**config.mk**
```make
export PLATFORM = sky130hd
export DESIGN_NAME = udp_chan_demux
export DESIGN_NICKNAME = d
export VERILOG_FILES = /design/src/rtl/udp_demux_pkg.sv /design/src/rtl/udp_chan_regs.sv /design/src/rtl/udp_port_match.sv /design/src/rtl/udp_chan_demux.sv
export SDC_FILE = /design/constraint.sdc
export NUM_CORES = 1
export LEC_CHECK = 0
export CORE_MARGIN = 2
export CORE_UTILIZATION = 50
export DETAILED_ROUTE_END_ITERATION = 10
export DONT_BUFFER_PORTS = 1
export PLACE_DENSITY = 0.71
export SYNTH_ARGS = -nofsm -noshare
export SYNTH_HDL_FRONTEND = slang
export SYNTH_SLANG_ARGS = --single-unit
```
**constraint.sdc**
```tcl
create_clock -name clk -period 6.5 [get_ports clk]
set_clock_uncertainty 0.1 [all_clocks]
set_input_delay 1.3 -clock clk [delete_from_list [all_inputs] [get_ports clk]]
set_output_delay 1.3 -clock clk [all_outputs]
set_load 0.05 [all_outputs]
```
**src/rtl/udp_demux_pkg.sv**
```systemverilog
package udp_demux_pkg;
  localparam int PORT_W = 16;
  localparam int REG_W  = PORT_W + 1;

  typedef enum logic [1:0] {
    PH_HDR    = 2'd0,
    PH_DECIDE = 2'd1,
    PH_FWD    = 2'd2,
    PH_DROP   = 2'd3
  } phase_e;

  // Register word: enable flag above the port number.
  function automatic logic [REG_W-1:0] pack_entry(input logic en, input logic [PORT_W-1:0] port);
    return {en, port};
  endfunction

  // Destination port assembly: high byte then low byte.
  function automatic logic [PORT_W-1:0] join_port(input logic [7:0] hi, input logic [7:0] lo);
    return {hi, lo};
  endfunction
endpackage

```
**src/rtl/udp_chan_regs.sv**
```systemverilog
module udp_chan_regs
  import udp_demux_pkg::*;
#(
  parameter int NUM_CH = 4,
  localparam int ADDR_W = $clog2(NUM_CH)
) (
  input  logic                          clk,
  input  logic                          rst_n,
  input  logic                          we,
  input  logic [ADDR_W-1:0]             addr,
  input  logic [REG_W-1:0]              wdata,
  output logic [REG_W-1:0]              rdata,
  output logic [NUM_CH-1:0]             cfg_en,
  output logic [NUM_CH-1:0][PORT_W-1:0] cfg_port
);
  always_ff @(posedge clk or negedge rst_n) begin
    if (!rst_n) begin
      cfg_en   <= '0;
      cfg_port <= '0;
    end else if (we && (int'(addr) < NUM_CH)) begin
      cfg_en[addr]   <= wdata[PORT_W];
      cfg_port[addr] <= wdata[PORT_W-1:0];
    end
  end

  always_comb begin
    rdata = '0;
    if (int'(addr) < NUM_CH) rdata = pack_entry(cfg_en[addr], cfg_port[addr]);
  end
endmodule

```
**src/rtl/udp_port_match.sv**
```systemverilog
module udp_port_match
  import udp_demux_pkg::*;
#(
  parameter int NUM_CH = 4,
  localparam int SEL_W = $clog2(NUM_CH)
) (
  input  logic [NUM_CH-1:0]             en,
  input  logic [NUM_CH-1:0][PORT_W-1:0] tab,
  input  logic [PORT_W-1:0]             key,
  output logic                          hit,
  output logic [SEL_W-1:0]              sel
);
  // Walk from the top so the lowest matching index is left standing.
  always_comb begin
    hit = 1'b0;
    sel = '0;
    for (int i = NUM_CH - 1; i >= 0; i--) begin
      if (en[i] && (tab[i] == key)) begin
        hit = 1'b1;
        sel = SEL_W'(i);
      end
    end
  end
endmodule

```
**src/rtl/udp_chan_demux.sv**
```systemverilog
module udp_chan_demux
  import udp_demux_pkg::*;
#(
  parameter int NUM_CH    = 4,
  parameter int HDR_BYTES = 8,
  parameter int PORT_BYTE = 2,
  localparam int ADDR_W = $clog2(NUM_CH),
  localparam int CNT_W  = $clog2(HDR_BYTES)
) (
  input  logic                  clk,
  input  logic                  rst_n,
  input  logic                  reg_we,
  input  logic [ADDR_W-1:0]     reg_addr,
  input  logic [REG_W-1:0]      reg_wdata,
  output logic [REG_W-1:0]      reg_rdata,
  input  logic [7:0]            in_data,
  input  logic                  in_valid,
  input  logic                  in_sop,
  input  logic                  in_eop,
  output logic                  in_ready,
  output logic [NUM_CH*8-1:0]   out_data,
  output logic [NUM_CH-1:0]     out_valid,
  output logic [NUM_CH-1:0]     out_sop,
  output logic [NUM_CH-1:0]     out_eop,
  input  logic [NUM_CH-1:0]     out_ready
);
  logic [NUM_CH-1:0]             cfg_en, snap_en;
  logic [NUM_CH-1:0][PORT_W-1:0] cfg_port, snap_port;
  logic [7:0]                    port_hi;
  logic [PORT_W-1:0]             dport_q;
  logic [CNT_W-1:0]              hdr_cnt, hdr_idx;
  logic [ADDR_W-1:0]             sel_q, decide_sel;
  logic                          first_q, decide_hit;
  phase_e                        phase;

  // Named events for the checker.
  logic in_fire, hdr_phase, decide_phase, fwd_phase, drop_phase, hdr_last;

  udp_chan_regs #(.NUM_CH(NUM_CH)) u_regs (
    .clk(clk), .rst_n(rst_n), .we(reg_we), .addr(reg_addr), .wdata(reg_wdata),
    .rdata(reg_rdata), .cfg_en(cfg_en), .cfg_port(cfg_port)
  );

  udp_port_match #(.NUM_CH(NUM_CH)) u_match (
    .en(snap_en), .tab(snap_port), .key(dport_q), .hit(decide_hit), .sel(decide_sel)
  );

  assign hdr_phase    = (phase == PH_HDR);
  assign decide_phase = (phase == PH_DECIDE);
  assign fwd_phase    = (phase == PH_FWD);
  assign drop_phase   = (phase == PH_DROP);
  assign in_fire      = in_valid && in_ready;
  assign hdr_idx      = in_sop ? '0 : hdr_cnt;
  assign hdr_last     = (int'(hdr_idx) == HDR_BYTES - 1);

  always_comb begin
    unique case (phase)
      PH_HDR:    in_ready = 1'b1;
      PH_DECIDE: in_ready = 1'b0;
      PH_FWD:    in_ready = out_ready[sel_q];
      default:   in_ready = 1'b1;
    endcase
  end

  always_ff @(posedge clk or negedge rst_n) begin
    if (!rst_n) begin
      phase     <= PH_HDR;
      hdr_cnt   <= '0;
      port_hi   <= '0;
      dport_q   <= '0;
      snap_en   <= '0;
      snap_port <= '0;
      sel_q     <= '0;
      first_q   <= 1'b0;
    end else begin
      unique case (phase)
        PH_HDR: if (in_fire) begin
          if (hdr_idx == '0) begin
            snap_en   <= cfg_en;
            snap_port <= cfg_port;
          end
          if (int'(hdr_idx) == PORT_BYTE)     port_hi <= in_data;
          if (int'(hdr_idx) == PORT_BYTE + 1) dport_q <= join_port(port_hi, in_data);
          if (in_eop) begin
            hdr_cnt <= '0;
          end else if (hdr_last) begin
            hdr_cnt <= '0;
            phase   <= PH_DECIDE;
          end else begin
            hdr_cnt <= hdr_idx + 1'b1;
          end
        end
        PH_DECIDE: begin
          sel_q   <= decide_sel;
          first_q <= 1'b1;
          phase   <= decide_hit ? PH_FWD : PH_DROP;
        end
        PH_FWD: if (in_fire) begin
          first_q <= 1'b0;
          if (in_eop) phase <= PH_HDR;
        end
        default: if (in_fire && in_eop) phase <= PH_HDR;
      endcase
    end
  end

  for (genvar g = 0; g < NUM_CH; g++) begin : g_out
    logic chan_on;
    assign chan_on              = fwd_phase && (sel_q == ADDR_W'(g)) && in_valid;
    assign out_valid[g]         = chan_on;
    assign out_data[g*8 +: 8]   = in_data;
    assign out_sop[g]           = chan_on && first_q;
    assign out_eop[g]           = chan_on && in_eop;
  end
endmodule

```
# Yosys cells after proc, flatten, opt, wreduce, memory -nomap -nowiden
# Cells that the tools add are included.
# classes
addsub	1
multipliers	0
div_mod_pow	0
n_lt_le_gt_ge	3
eq_ne	17
n_shift	0
muxes	34
bitwise_logic	0
reduce_logical	34
# ops
cell	count
$bwmux 64	1
$eq 16x16->1	4
$bmux 16 s2	1
$demux 16 s2	1
$mux 16	2
$logic_and 1x1->1	23
$mux 2	10
$mux 1	9
$mux 3	3
$reduce_and 3->1	3
$ne 2x2->1 const B	4
$eq 2x2->1 const B	3
$eq 3x3->1 const B	2
$lt 2x3->1 const B	2
$pmux 2 s3	1
$reduce_and 6->1	1
$bmux 1 s2	2
$bwmux 4	1
$eq 2x1->1 const B	2
$logic_not 2->1	2
$pmux 1 s2	2
$reduce_and 2->1	2
$reduce_bool 4->1	1
$add 3x1->3 const B	1
other kinds (6)	6
# totals
reg_bits	168
latch_bits	0
ram_bits	0
mem_bits_ro	0
in_bits	37
out_inout_bits	62
wordCells	105
n_memories	0

# Depth between registers and ports, before layout
# logic_depth
depth_word	8
depth_mapped	10
mapped_depth_nobuf	9

# Cells and area by module
# A second synthesis with hierarchy kept.
# hier_totals
cells_unflattened	565
hier_area_um2	8220.4
# by_module_without_submodules
module	instances	cells_per_inst	area_per_inst_um2	seq_area_each_um2
udp_chan_demux	1	305	4458.0	2502.4
udp_chan_regs	1	165	2966.6	1701.6
udp_port_match	1	95	795.8	0.0

# Worst setup path after synthesis
# OpenSTA, ideal clock, no wires.
# synth_path
path_type	input to output
start	in reg_addr[0]
end	out reg_rdata[10]
arrival_ps	2565
required_time_ps	5100
slack_ps	2535
cell_stages	3
path_cell_list	buf_2 -> buf_2 -> mux4_2
# synth_between
elab_chain_cells	2
# synth_lines
item	line_no	rtl
start, declared	udp_chan_demux.sv:13	input logic [ADDR_W-1:0] reg_addr,
$bmux 16 s2	udp_chan_regs.sv:28	if (int'(addr) < NUM_CH) rdata = pack_entry(cfg_en[addr], cfg_port[addr]);
$mux 16 (implied by the code)	udp_chan_regs.sv:28	
end, declared	udp_chan_demux.sv:15	output logic [REG_W-1:0] reg_rdata,
# No other way between the ends. The select of a mux whose other input is x is not followed.

# Final worst setup path
# layout_path
start	in in_valid
end	out out_sop[3]
# layout_between
elab_chain_cells	2
# layout_lines
item	line_no	rtl
start, declared	udp_chan_demux.sv:17	input logic in_valid,
$logic_and 1x1->1	udp_chan_demux.sv:109	assign chan_on = fwd_phase && (sel_q == ADDR_W'(g)) && in_valid;
named net out_valid[3]	udp_chan_demux.sv:22	output logic [NUM_CH-1:0] out_valid,
$logic_and 1x1->1	udp_chan_demux.sv:112	assign out_sop[g] = chan_on && first_q;
end, declared	udp_chan_demux.sv:23	output logic [NUM_CH-1:0] out_sop,
# The timed path passes the listed nets, and every way through them passes these cells.

==> impl_metrics.yaml <==
status:
  outcome: "finished clean"
pwr:
  swShare_pct: 31.8
  p_sw_mw: 1.20
  seq_power_share_pct: 45.1
  power.share.combinational_pct: 29.9
  internal-power_mw: 2.58
  ir_drop_mv: 0.350
  p_per_area_nw_per_um2: 443
  p_leak_nw: 3.67
  power.share.clock_pct: 25.0
synthesis:
  synth_edf_count: 0
  syn_inst: 573
  synth_area_um2: 8130
  async_flop_share_pct: 100
  synth_warnings: 0
  ys_seq_area_share_pct: 51.7
  synth_flop_cell: "dfrtp_1"
  syn_area_per_cell_um2: 14.2
  ys_seq_elements: 168
  syn_nets: 619
  netlist-cell-type-count: 36
grt:
  grt_pass1_vias: 4722
  grt_max_degree: 169
  antenna_found_initial: 0
  grtUsageTotal_pct: 20.8
  grt.overflow.total: 0
  grt_first_pass_wirelength_mm: 27.0
timing:
  fin_crit_sh_pct: 62.9
  report.final.hold_viol_count: 0
  rsz0062_at_grt: "false"
  max_slew.worst_pin.slew_ns: 1.13
  fin_tns_setup_ns: 0
  setup_violations: 0
  relSlewSlack_pct: 24.7
  whs_ns: 0.400
  fmax_mhz: 245
  post-route-min-period_ns: 4.09
  final-max-slew-violation-count: 0
detailed_routing:
  drt_iter0_markers: 291
  antenna_left: 0
  firstDrtPassIters: 4
  drt-wirelength-per-cell_um: 22.1
  drc: 0
  via_per_inst: 5.66
  num_vias: 4281
  drt_wl_total_mm: 16.8
floorplan:
  die_h_um: 132
  dieArea_um2: 17300
  coreArea_um2: 15900
  rows: 46
  initial_core_util_pct: 51.2
  die_width_um: 132
  ios: 99
critical_path:
  reg2reg_depth: 8
  crit_fanout: 7
  startpoint_type: "primary input"
  crit_path_top_delay_cell: "nor2_1"
  required_ns: 5.10
  crit_path_max_incr_delay_ns: 0.76
  cp-end-kind: "output pin"
  rrSetupSlack_ns: 3.24
  critical_path_arrival_ns: 2.69
  critPathKind: "in -> out"
  path_cells: "nand3_1, nor2_1, and2_1"
  timing.rr.end: "snap_port[17]"
  critical_path_buf_inv_count: 0
  timing.rr.start: "phase[0]"
  crit_family: "simple AND/OR/NAND/NOR gates"
layout:
  final_cells: 757
  layout_common_cells: "dfrtp_1, mux2_2, xnor2_1"
  nFillCells: 1315
  antenna_cells: 0
  seq_area_um2: 4200
  areaGrowthSynthToFinish_pct: 5.00
  final_common_cell: "dfrtp_1"
  nets: 574
  layout-drive-gt1-share_pct: 40.5
  multi_input_area_um2: 3450
placed_design:
  place_congestion: 0.858
  dp.cells: 725
  dpl.hpwl_mm: 11.4
  port_buffers: 0
flow_run:
  max_cap_violations: 0
min_path:
  hold_end: "hdr_cnt[2]"
  hp-class: "reg -> reg"
  min_path_cells: 2
  min-delay-start: "hdr_cnt[2]"
cts:
  cts_resized: 0
  cts_tree: "done"
  post_cts_buffers: 0
  htree_levels: 4
  clk_transition_reported_paths_ns: 0.06
  clockBufferDepth: 2
  cts.sinks: 168
  cts_root_buf: "clkbuf_16"
  cts.hold.buffers_added: 0
  clk-insertion-delay-late_ns: 0.43
  cts_buffers: 17
cell usage after synthesis (2+ instances only):
library cell / instances / area share [%]
ha_1: 9 / 1.4
buf_4: 41 / 3.8
buf_1: 3 / 0.14
nand3b_1: 3 / 0.28
mux2_2: 141 / 20
nand3_1: 10 / 0.62
clkbuf_1: 19 / 0.88
dfrtp_1: 168 / 52
nand2b_1: 4 / 0.31
nand2_1: 8 / 0.37
nor2_1: 2 / 0.092
o22ai_1: 2 / 0.15
and2_1: 10 / 0.77
nor3_1: 6 / 0.37
xnor2_1: 48 / 5.2
o31ai_1: 3 / 0.28
a22o_1: 2 / 0.22
nand4_1: 10 / 0.77
a21oi_1: 3 / 0.18
mux2_4: 20 / 3.7
buf_2: 2 / 0.12
inv_1: 8 / 0.37
buf_12: 2 / 0.49
nor4_1: 5 / 0.38
mux4_2: 18 / 5.0
xor2_1: 16 / 1.7
worst reg2reg max path: cells and delay by family, from the launching register on:
kind	cells	cell delay, ns
and+or+nand+nor	3	1.15
muxes	1	0.73
DFF	1	0.41
AOI/OAI and AO/OA	1	0.35
adders and majority gates	1	0.21
buffers and inverters	2	0.19
how the worst max path moves through the flow:
stage,slack [ns],cells after the start,from,endpoint
after global placement,2.42,3,in_valid,out_eop[1]
final,2.41,3,in_valid,out_sop[3]
after CTS,2.41,3,in_valid,out_sop[3]
after detailed placement,2.41,3,in_valid,out_sop[3]
after floorplan,2.53,3,reg_addr[0],reg_rdata[10]
after global routing,2.35,3,in_valid,out_sop[3]
layer usage:
layer | vias up | GRT usage, % | wire length (um)
li1 | 1895 | - | -
met1 | 2242 | 26.4 | 6930
met2 | 122 | 34.2 | 8370
met3 | 22 | 6.40 | 1190
met4 | 0 | 6.34 | 274
met5 | - | 0 | 0
sequential cells by signal (all words and copies together) (netlist names), 3 cells and up:
signal	cells
snap_port	64
u_regs.cfg_port	64
dport_q	16
port_hi	8
snap_en	4
u_regs.cfg_en	4
hdr_cnt	3
metrics by stage:
step	worst slack (ns)	util (%)	cell area, um^2	power [mW]
6_report	2.41	53.8	8540	3.79
5_1_grt	2.35	53.8	8540	3.99
4_1_cts	2.41	53.8	8540	3.82
3_5_place_dp	2.41	50.3	7990	2.86
3_3_place_gp	2.42	50.3	7990	2.82
2_1_floorplan	2.53	-	8130	2.68
cell type report:
type,count,area share (%)
Sequential cell,168,49.2
Multi-Input combinational cell,329,40.4
Clock buffer,22,5.32
Tap cell,216,3.16
Clock inverter,10,1.14
Timing Repair Buffer,4,0.352
Inverter,8,0.352
power groups by stage:
stage,clock (mW),combinational (mW),sequential [mW]
floorplan,0,1.11,1.57
global placement,0,1.11,1.71
detailed placement,0,1.14,1.73
CTS,0.968,1.14,1.71
global route,1.02,1.22,1.75
finish,0.947,1.13,1.71
cell families after synthesis:
kind of cell,Yosys count,share of synthesized area [%]
buffers and inverters,76,5.97
DFF,168,51.7
and+or+nand+nor,64,4.74
AOI/OAI and AO/OA,13,1.12
xor gates and xnor gates,64,6.89
muxes,179,28.2
adders and majority gates,9,1.38
Note: power is estimated with default switching activity, not from simulation.
